### config.mk
export PLATFORM = sky130hd
export DESIGN_NAME = shadow_vtg
export DESIGN_NICKNAME = d
export VERILOG_FILES = /design/src/rtl/shadow_vtg_pkg.sv /design/src/rtl/shadow_vtg_axis.sv /design/src/rtl/shadow_vtg_ctrl.sv /design/src/rtl/shadow_vtg_dp.sv /design/src/rtl/shadow_vtg.sv
export SDC_FILE = /design/constraint.sdc
export NUM_CORES = 1
export LEC_CHECK = 0
export BUFFER_PORTS_ARGS = -buffer_cell sky130_fd_sc_hd__buf_2
export CORE_MARGIN = 2
export CORE_UTILIZATION = 46
export DETAILED_ROUTE_END_ITERATION = 6
export PLACE_DENSITY = 0.65
export SLEW_MARGIN = 20
export SYNTH_ARGS = -nofsm -noshare
export SYNTH_HDL_FRONTEND = slang
export SYNTH_SLANG_ARGS = --single-unit
### constraint.sdc
create_clock -name clk -period 7.9 [get_ports clk]
set_input_delay 0 -clock clk [delete_from_list [all_inputs] [get_ports clk]]
set_output_delay 0 -clock clk [all_outputs]
set_load 0.005 [all_outputs]
### src/rtl/shadow_vtg_pkg.sv
package shadow_vtg_pkg;
  localparam int NUM_FIELDS = 8;
  localparam int FIELDS_PER_AXIS = 4;
  // field order inside one axis follows the raster sequence
  localparam int F_SYNC = 0;
  localparam int F_BACK = 1;
  localparam int F_ACT  = 2;
  localparam int F_FRONT = 3;

  localparam int ADDR_CTRL   = 0;
  localparam int ADDR_FIELD0 = 1;
  localparam int ADDR_LTHR   = 9;
  localparam int ADDR_IRQEN  = 10;
  localparam int ADDR_IRQCLR = 11;

  localparam int CB_EN   = 0;
  localparam int CB_UPD  = 1;
  localparam int CB_PROT = 2;
  localparam int CB_SRST = 3;

  typedef struct packed {
    logic run;    // active video enable
    logic clear;  // soft reset pulse
  } vtgCmd_t;

  typedef struct packed {
    logic frameEdge;   // boundary where a shadow copy may occur
    logic vsyncPoint;  // running frame wraps into a new vsync
  } vtgEvt_t;
endpackage

### src/rtl/shadow_vtg_axis.sv
module shadow_vtg_axis #(
  parameter int FW = 12,
  localparam int CW = FW + 2
) (
  input  logic [CW-1:0] cnt,
  input  logic [FW-1:0] syncM1,
  input  logic [FW-1:0] backM1,
  input  logic [FW-1:0] actM1,
  input  logic [FW-1:0] frontM1,
  output logic [CW-1:0] lastPos,
  output logic          inSync,
  output logic          inAct,
  output logic [FW-1:0] offs
);
  logic [CW-1:0] syncEnd, actBeg, actEnd, total, rel;

  always_comb begin
    syncEnd = CW'(syncM1) + CW'(1);
    actBeg  = syncEnd + CW'(backM1) + CW'(1);
    actEnd  = actBeg + CW'(actM1) + CW'(1);
    total   = actEnd + CW'(frontM1) + CW'(1);
    lastPos = total - CW'(1);
    inSync  = cnt < syncEnd;
    inAct   = (cnt >= actBeg) && (cnt < actEnd);
    rel     = cnt - actBeg;
    offs    = rel[FW-1:0];
  end
endmodule

### src/rtl/shadow_vtg_ctrl.sv
module shadow_vtg_ctrl
  import shadow_vtg_pkg::*;
#(
  parameter int FW = 12,
  parameter int AW = 4
) (
  input  logic                          clk,
  input  logic                          rstN,
  input  logic                          wrEn,
  input  logic [AW-1:0]                 wrAddr,
  input  logic [FW-1:0]                 wrData,
  input  vtgEvt_t                       evt,
  output vtgCmd_t                       cmd,
  output logic [NUM_FIELDS-1:0][FW-1:0] actT,
  output logic [FW-1:0]                 lineThr,
  output logic                          irq
);
  logic [NUM_FIELDS-1:0][FW-1:0] shadowT;
  logic shadowEn, actEn, protect, updPend;
  logic gIrqEn, fIrqEn, irqPend;
  logic wrCtrl, softRst, ctrlWr, doCopy, irqClr, irqSet;

  always_comb begin
    wrCtrl  = wrEn && (int'(wrAddr) == ADDR_CTRL);
    softRst = wrCtrl && wrData[CB_SRST];
    ctrlWr  = wrCtrl && !wrData[CB_SRST];
    doCopy  = evt.frameEdge && updPend && !protect;
    irqClr  = wrEn && (int'(wrAddr) == ADDR_IRQCLR) && wrData[0];
    irqSet  = evt.vsyncPoint && gIrqEn && fIrqEn;
  end

  always_ff @(posedge clk or negedge rstN) begin
    if (!rstN) begin
      shadowT  <= '0;
      shadowEn <= 1'b0;
      protect  <= 1'b0;
      lineThr  <= '0;
      gIrqEn   <= 1'b0;
      fIrqEn   <= 1'b0;
    end else if (wrEn) begin
      for (int i = 0; i < NUM_FIELDS; i++)
        if (int'(wrAddr) == ADDR_FIELD0 + i) shadowT[i] <= wrData;
      if (ctrlWr) begin
        shadowEn <= wrData[CB_EN];
        protect  <= wrData[CB_PROT];
      end
      if (int'(wrAddr) == ADDR_LTHR) lineThr <= wrData;
      if (int'(wrAddr) == ADDR_IRQEN) begin
        gIrqEn <= wrData[0];
        fIrqEn <= wrData[1];
      end
    end
  end

  always_ff @(posedge clk or negedge rstN) begin
    if (!rstN) begin
      actT    <= '0;
      actEn   <= 1'b0;
      updPend <= 1'b0;
      irqPend <= 1'b0;
    end else if (softRst) begin
      actT    <= '0;
      actEn   <= 1'b0;
      updPend <= 1'b0;
      irqPend <= 1'b0;
    end else begin
      if (doCopy) begin
        actT  <= shadowT;
        actEn <= shadowEn;
      end
      if (ctrlWr && wrData[CB_UPD]) updPend <= 1'b1;
      else if (doCopy)              updPend <= 1'b0;
      if (irqSet)      irqPend <= 1'b1;
      else if (irqClr) irqPend <= 1'b0;
    end
  end

  always_comb begin
    cmd.run   = actEn;
    cmd.clear = softRst;
    irq       = irqPend;
  end

  // a consumed request does not linger
  assert_upd_selfclr_R6: assert property (@(posedge clk) disable iff (!rstN)
    (doCopy && !ctrlWr) |=> !updPend);
  // protected boundary leaves the active set untouched
  assert_protect_hold_R7: assert property (@(posedge clk) disable iff (!rstN)
    (evt.frameEdge && protect && !softRst) |=> ($stable(actT) && $stable(actEn)));
  // pending only rises at a running vsync with both enables
  assert_irq_gate_R8: assert property (@(posedge clk) disable iff (!rstN)
    $rose(irqPend) |-> $past(evt.vsyncPoint && gIrqEn && fIrqEn));
  // write-one-to-clear
  assert_irq_clear_R9: assert property (@(posedge clk) disable iff (!rstN)
    (irqClr && !evt.vsyncPoint) |=> !irq);
endmodule

### src/rtl/shadow_vtg_dp.sv
module shadow_vtg_dp
  import shadow_vtg_pkg::*;
#(
  parameter int FW = 12,
  localparam int CW = FW + 2
) (
  input  logic                          clk,
  input  logic                          rstN,
  input  logic                          pixTick,
  input  vtgCmd_t                       cmd,
  input  logic [NUM_FIELDS-1:0][FW-1:0] actT,
  input  logic [FW-1:0]                 lineThr,
  output vtgEvt_t                       evt,
  output logic                          hsync,
  output logic                          vsync,
  output logic                          de,
  output logic                          lineMatch,
  output logic [FW-1:0]                 pixX,
  output logic [FW-1:0]                 pixY
);
  logic [CW-1:0] hCnt, vCnt;
  logic [1:0][CW-1:0] axCnt, axLast;
  logic [1:0][FW-1:0] axOffs;
  logic [1:0] axSync, axAct;
  logic lastH, lastV;

  assign axCnt = {vCnt, hCnt};

  // index 0 is the horizontal axis, index 1 the vertical axis
  for (genvar g = 0; g < 2; g++) begin : gAxis
    shadow_vtg_axis #(.FW(FW)) axis_i (
      .cnt     (axCnt[g]),
      .syncM1  (actT[g*FIELDS_PER_AXIS + F_SYNC]),
      .backM1  (actT[g*FIELDS_PER_AXIS + F_BACK]),
      .actM1   (actT[g*FIELDS_PER_AXIS + F_ACT]),
      .frontM1 (actT[g*FIELDS_PER_AXIS + F_FRONT]),
      .lastPos (axLast[g]),
      .inSync  (axSync[g]),
      .inAct   (axAct[g]),
      .offs    (axOffs[g])
    );
  end

  always_comb begin
    lastH          = hCnt == axLast[0];
    lastV          = vCnt == axLast[1];
    evt.frameEdge  = pixTick && (!cmd.run || (lastH && lastV));
    evt.vsyncPoint = pixTick && cmd.run && lastH && lastV;
    hsync          = cmd.run && axSync[0];
    vsync          = cmd.run && axSync[1];
    de             = cmd.run && axAct[0] && axAct[1];
    pixX           = de ? axOffs[0] : '0;
    pixY           = de ? axOffs[1] : '0;
    lineMatch      = cmd.run && (vCnt == CW'(lineThr));
  end

  always_ff @(posedge clk or negedge rstN) begin
    if (!rstN) begin
      hCnt <= '0;
      vCnt <= '0;
    end else if (cmd.clear) begin
      hCnt <= '0;
      vCnt <= '0;
    end else if (pixTick) begin
      if (!cmd.run) begin
        hCnt <= '0;
        vCnt <= '0;
      end else if (lastH) begin
        hCnt <= '0;
        vCnt <= lastV ? '0 : vCnt + CW'(1);
      end else begin
        hCnt <= hCnt + CW'(1);
      end
    end
  end

  // column never runs past the programmed line length
  assert_hpos_bound_R2: assert property (@(posedge clk) disable iff (!rstN)
    cmd.run |-> (hCnt <= axLast[0]));
  // row never runs past the programmed frame height
  assert_vpos_bound_R3: assert property (@(posedge clk) disable iff (!rstN)
    cmd.run |-> (vCnt <= axLast[1]));
  // vsync only starts right after a boundary
  assert_vsync_start_R3: assert property (@(posedge clk) disable iff (!rstN)
    $rose(vsync) |-> $past(evt.frameEdge));
  // active data never overlaps a sync pulse
  assert_de_excl_R4: assert property (@(posedge clk) disable iff (!rstN)
    de |-> (!hsync && !vsync));
  // idle position stays at origin
  assert_idle_origin_R11: assert property (@(posedge clk) disable iff (!rstN)
    (!cmd.run && pixTick) |=> (hCnt == '0 && vCnt == '0));
endmodule

### src/rtl/shadow_vtg.sv
module shadow_vtg
  import shadow_vtg_pkg::*;
#(
  parameter int FW = 12,
  parameter int AW = 4
) (
  input  logic          clk,
  input  logic          rstN,
  input  logic          pixTick,
  input  logic          wrEn,
  input  logic [AW-1:0] wrAddr,
  input  logic [FW-1:0] wrData,
  output logic          hsync,
  output logic          vsync,
  output logic          de,
  output logic [FW-1:0] pixX,
  output logic [FW-1:0] pixY,
  output logic          lineMatch,
  output logic          irq
);
  vtgCmd_t cmd;
  vtgEvt_t evt;
  logic [NUM_FIELDS-1:0][FW-1:0] actT;
  logic [FW-1:0] lineThr;

  shadow_vtg_ctrl #(.FW(FW), .AW(AW)) ctrl_i (
    .clk     (clk),
    .rstN    (rstN),
    .wrEn    (wrEn),
    .wrAddr  (wrAddr),
    .wrData  (wrData),
    .evt     (evt),
    .cmd     (cmd),
    .actT    (actT),
    .lineThr (lineThr),
    .irq     (irq)
  );

  shadow_vtg_dp #(.FW(FW)) dp_i (
    .clk       (clk),
    .rstN      (rstN),
    .pixTick   (pixTick),
    .cmd       (cmd),
    .actT      (actT),
    .lineThr   (lineThr),
    .evt       (evt),
    .hsync     (hsync),
    .vsync     (vsync),
    .de        (de),
    .lineMatch (lineMatch),
    .pixX      (pixX),
    .pixY      (pixY)
  );
endmodule

# Word level (Yosys, flattened, before mapping)
# Index checks and enable logic that the tools add are counted.
[word_totals]
inputBits = 20
output_inout_bits = 29
word_cells = 131
regBits = 239
[classes]
order_cmp = 6
add_sub_neg = 20
n_reduce_logical = 43
n_mux = 21
n_eq_ne = 15
[ops]
columns = ["cell", "n"]
rows = [
  ["96-bit 2-to-1 mux", 2],
  ["14-bit 2-to-1 mux", 9],
  ["14-bit by 1-bit adder with 14-bit output, second input constant", 8],
  ["14-bit by 12-bit adder with 14-bit output", 6],
  ["4-bit == test, second input constant", 8],
  ["14-bit == test", 2],
  ["14-bit >= comparator", 2],
  ["14-bit by 13-bit < comparator with 1-bit output", 2],
  ["14-bit < comparator", 2],
  ["14-bit by 1-bit subtractor with 14-bit output, second input constant", 2],
  ["12-bit by 1-bit adder with 13-bit output, second input constant", 2],
  ["12-bit 2-to-1 mux", 2],
  ["2-bit AND reduction", 12],
  ["12-bit subtractor", 2],
  ["1-bit logical AND", 22],
  ["14-bit by 12-bit == test with 1-bit output", 1],
  ["4-bit by 3-bit == test with 1-bit output, second input constant", 2],
  ["1-bit 2-to-1 mux", 8],
  ["3-bit nonzero test", 2],
  ["4-bit by 2-bit == test with 1-bit output, second input constant", 1],
  ["4-bit logical NOT", 1],
  ["2-bit nonzero test", 2],
  ["1-bit logical NOT", 3],
  ["3-bit by 2-bit inequality test with 1-bit output, second input constant", 1],
  ["1-bit logical OR", 1],
]

# Longest topological paths before layout
[logic_depth]
ltp_word = 17
depth_mapped = 31

# Hierarchy
# Synthesis repeated with hierarchy kept, for this count alone.
[unflattened]
cells_unflattened = 1765
area_unflattened_um2 = 16578.4
[modules_own_cells]
columns = ["mod", "n_inst", "seq_area_each_um2", "cells_each", "area_each_um2"]
rows = [
  ["shadow_vtg_ctrl", 1, 5280.1, 692, 8142.8],
  ["shadow_vtg_axis (dp_i.gAxis[0].axis_i)", 1, 0.0, 407, 3114.2],
  ["shadow_vtg_axis (dp_i.gAxis[1].axis_i)", 1, 0.0, 406, 3064.2],
  ["shadow_vtg_dp", 1, 700.7, 260, 2257.2],
]

# Worst setup path before layout
# OpenSTA, ideal clock, no wires.
[synth_timing]
path_type = "register to register"
start = "reg ctrl_i.actT[0] (netlist bit)"
end = "reg ctrl_i.actT[86] (netlist bit)"
setup_slack_ns = 1.697
t_arrival_ns = 6.123
path_stages_with_launch = 30
period_less_slack_ns = 6.203
t_required_ns = 7.821
path_cell_list = "dfrtp_1 ha_1 and2_1 nand2_1 xnor2_1 ha_1 and2_1 a221o_1 o21a_1 o21a_1 nor2_1 ha_1 a21oi_1 o21ai_0 a21o_1 a21o_1 xor2_1 ha_1 xor2_1 o221ai_1 nor4_1 nand4_1 nor4b_1 o21ai_0 or4b_1 o21ai_1 buf_4 buf_8 buf_8 mux2i_1"
[synth_via]
elab_chain_cells = 15
[synth_rtl]
columns = ["element", "line_no", "text"]
rows = [
  ["start, declared", "shadow_vtg_ctrl.sv:14", "output logic [NUM_FIELDS-1:0][FW-1:0] actT,"],
  ["start signal, assigned", "shadow_vtg_ctrl.sv:68", "actT <= shadowT;"],
  ["12-bit by 1-bit adder with 13-bit output", "shadow_vtg_axis.sv:18", "syncEnd = CW'(syncM1) + CW'(1);"],
  ["14-bit by 12-bit adder with 14-bit output", "shadow_vtg_axis.sv:19", "actBeg = syncEnd + CW'(backM1) + CW'(1);"],
  ["14-bit by 1-bit adder with 14-bit output", "shadow_vtg_axis.sv:19", ""],
  ["14-bit by 12-bit adder with 14-bit output", "shadow_vtg_axis.sv:20", "actEnd = actBeg + CW'(actM1) + CW'(1);"],
  ["14-bit by 1-bit adder with 14-bit output", "shadow_vtg_axis.sv:20", ""],
  ["14-bit by 12-bit adder with 14-bit output", "shadow_vtg_axis.sv:21", "total = actEnd + CW'(frontM1) + CW'(1);"],
  ["14-bit by 1-bit adder with 14-bit output", "shadow_vtg_axis.sv:21", ""],
  ["14-bit by 1-bit subtractor with 14-bit output", "shadow_vtg_axis.sv:22", "lastPos = total - CW'(1);"],
  ["14-bit == test", "shadow_vtg_dp.sv:45", "lastH = hCnt == axLast[0];"],
  ["1-bit logical AND", "shadow_vtg_dp.sv:47", "evt.frameEdge = pixTick && (!cmd.run || (lastH && lastV));"],
  ["1-bit logical OR", "shadow_vtg_dp.sv:47", ""],
  ["1-bit logical AND", "shadow_vtg_dp.sv:47", ""],
  ["1-bit logical AND (2 in a row)", "shadow_vtg_ctrl.sv:27", "doCopy = evt.frameEdge && updPend && !protect;"],
  ["2-bit nonzero test (no source line)", "-", ""],
]
# Every way passes these cells.
# A chain may end at the register's enable or synchronous reset.

# Final worst setup path
[layout_timing]
start = "reg ctrl_i.actT[48] (netlist bit)"
end = "out pixX[11]"
[layout_via]
elab_chain_cells = 9
elab_cells_between_ends = 10
[layout_rtl]
columns = ["element", "line_no", "text"]
rows = [
  ["12-bit by 1-bit adder with 13-bit output (*)", "shadow_vtg_axis.sv:18", ""],
  ["14-bit by 12-bit adder with 14-bit output (*)", "shadow_vtg_axis.sv:19", ""],
  ["14-bit by 1-bit adder with 14-bit output (*)", "shadow_vtg_axis.sv:19", ""],
  ["14-bit by 12-bit adder with 14-bit output", "shadow_vtg_axis.sv:20", ""],
  ["14-bit by 1-bit adder with 14-bit output", "shadow_vtg_axis.sv:20", ""],
  ["14-bit < comparator", "shadow_vtg_axis.sv:24", "inAct = (cnt >= actBeg) && (cnt < actEnd);"],
  ["1-bit logical AND (*)", "shadow_vtg_axis.sv:24", ""],
  ["1-bit logical AND (*)", "shadow_vtg_dp.sv:51", "de = cmd.run && axAct[0] && axAct[1];"],
  ["12-bit 2-to-1 mux (*)", "shadow_vtg_dp.sv:52", "pixX = de ? axOffs[0] : '0;"],
  ["end, declared", "shadow_vtg.sv:16", "output logic [FW-1:0] pixX,"],
]
# Every way passes the cells marked *; elsewhere a longest branch is shown, timed or not.

==> impl_metrics.ini <==
[timing]
fin_crit_ns = 7.41
slew-limit-headroom_pct = 30.5
rsz0062_at_grt = false
tightest_slew_ns = 1.04
skew_ns = 0.0230
finalCritPeriodShare_pct = 93.8
clock.fmax_mhz = 135
setup_viol = 0
report.final.slew_viol_count = 0
tns_ns = 0
hold_viol_final = 0

[final_layout]
syn_to_final_growth_pct = 11.0
num_antenna_cells = 0
drive_gt1_share_pct = 12.4
instances_no_fill = 2371
fin_area_um2 = 19000
fin_nets = 2080

[synth]
synth_commonest_cells = 268 x nand2_1, 239 x dfrtp_1, 168 x ha_1, 143 x inv_1, 111 x mux2_2
synth.ff_latch_count = 239
yosysTopAreaCell = dfrtp_1
ys_warn_count = 0
synth_seq_area_share_pct = 34.9
avgSynthCellArea_um2 = 9.34
synth_top_area_share_pct = 34.9
syn_inst = 1836
async_reset_ff_share_pct = 100
syn-cell-area_um2 = 17100
postSynthNetCount = 2032
synth_cell_types = 71
synth_area_leaders = dfrtp_1 35%, ha_1 12%, mux2_2 7.3%
synth_ff_type = dfrtp_1
synth_most_common_cell = nand2_1
synth_edf_count = 0

[power_and_ir_drop]
p_int_w = 0.00513
pwr-share-comb_pct = 65.3
switching_share_pct = 46.9
power_frac_clock_pct = 14.3
power_density_nw_per_um2 = 507
leakage_nw = 9.02
ir_drop_mv = 0.279
p_switching_w = 0.00453
pwr-share-seq_pct = 20.4

[floorplan]
die_y_um = 197
core-area_um2 = 36700
std_cell_rows = 70
io_pins = 49
start_util_pct = 46.7
die_w_um = 197
dieArea_um2 = 38800

[global_route]
overflow = 0
grt_start_max_net_pins = 103
grt_pass1_vias = 13115
grt_usage_pct = 24.1
antenna_found_initial = 0
grt_first_pass_wirelength_um = 73200

[run_status]
status = finished, final reports clean

[worst_setup_path]
critical_path.max_fanout = 25
start_kind = register
crit_top_cell = ha_1
slowest_stage = dfrtp_1
path_class = reg -> out
r2r_cells = 28
slowest_delay_ns = 0.53
arrival_ns = 7.41
end_kind = output pin
required_ns = 7.90

[place]
placedCellCount = 2305
post-dp-hpwl_um = 34500
dpl_cell_area_um2 = 17900
routabilityCongestion = 0.924
portBuffers = 48

[route]
wirelength_um = 46300
via_count = 13604
dr.pass1.iters = 6
drc = 0
drt_first_iter_violations = 1019
drtAntennaViolNets = 0
wire_per_inst_um = 19.5
vias_per_cell = 5.74

[clocking]
ctsLongestPathBuffers = 3
cts.clk_slew.worst_paths_ns = 0.06
htreeDepth = 1
clk_latency_ns = 0.55
cts_tree = built
root_buffer = clkbuf_16
cts_buffers = 27
clock_sinks = 239

[min_path]
hp-class = in -> reg
min_path_cells = 2

[run]
maxCapViolations = 0
[state kept, by name, indices dropped and copies added, names as in the netlist, 12 cells and up]
register	count
dp_i.hCnt	14
ctrl_i.lineThr	12
ctrl_i.actT	96
ctrl_i.shadowT	96
dp_i.vCnt	14
[final timing paths]
path | from | to | slack, ns
max | ctrl_i.actT[48] | pixX[11] | 0.49
min | wrData[2] | ctrl_i.shadowT[38] | 0.04
max reg2reg | ctrl_i.actT[0] | ctrl_i.actT[70] | 0.63
min reg2reg | ctrl_i.shadowT[88] | ctrl_i.shadowT[88] | 0.51
max in group asynchronous | rstN | ctrl_i.actT[77] | 6.33
min in group asynchronous | rstN | ctrl_i.shadowT[15] | 0.05
[per-layer routing]
metal  wire length (um)  vias up  GRT usage (%)
met2              19400      348           35.8
met1              23300     6642           37.0
li1                   -     6555              -
met3               2620       59           3.23
met5                  0        -              0
met4                989        0           5.93
[placed cells by master, fill, tap and decap left out, drive strengths merged, types with 15 or more instances in the layout]
master       count
a21o            28
a21oi           81
and3            19
buf             68
clkbuf          32
dfrtp          239
dlygate4sd3     15
ha             168
inv            146
mux2           111
mux2i           99
nand2          268
nand2b          20
nand3           38
nand4           21
nor2            78
nor2b           21
nor3            32
o21a            35
o21ai           66
o22ai           15
xnor2           71
xor2            53
[worst max-delay path: cells and delay by family (launching register included)]
family | cells | cell delay (ns)
flops | 1 | 0.53
compound gates | 8 | 1.91
buf+inv | 2 | 0.43
fa+ha+maj | 4 | 1.23
simple gates | 11 | 1.94
xor+xnor | 3 | 0.79
[through the flow]
step	util, %	setup WS [ns]	power, W	hold slack, ns
finish	51.9	0.491	0.00966	0.0370
global route	51.9	0.0216	0.0106	0.0230
CTS	51.7	0.332	0.00962	0.00659
detailed placement	48.7	0.423	0.00817	0.0901
global placement	48.7	0.680	0.00806	0.0908
floorplan	-	1.70	0.00670	-0.296
[power by group through the flow]
stage	sequential (W)	combinational, W	clock, W
final	0.00198	0.00631	0.00138
after global routing	0.00202	0.00710	0.00145
after CTS	0.00196	0.00626	0.00140
after detailed placement	0.00198	0.00619	0
after global placement	0.00197	0.00609	0
after floorplan	0.00179	0.00491	0
[layout make-up]
class,count,area (um2)
fill,3326,17700
multi-input combinational,1390,10400
sequential,239,5980
clock buffer,32,714
timing repair buffer,83,613
tap,468,586
inverter,143,537
clock inverter,16,256
[kinds of logic (layout without fill, tap and decap cells)]
kind of cell | Yosys count | after routing | synth area share (%)
buffers and inverters | 207 | 274 | 5.02
adder cells (fa/ha/maj) | 176 | 176 | 13.2
XOR/XNOR | 125 | 125 | 6.47
AO/OA/AOI/OAI | 326 | 326 | 12.5
AND/OR/NAND/NOR | 553 | 553 | 14.9
multiplexers | 210 | 210 | 13.1
flip-flops | 239 | 239 | 34.9
[what timing repair did]
action	in CTS	in global routing
setup endpoints to repair	0	124
setup buffers	0	3
hold buffers	15	0
endpoints found under the hold margin	165	0
gates resized for setup	0	3
Power figures use the tool's default switching activity.
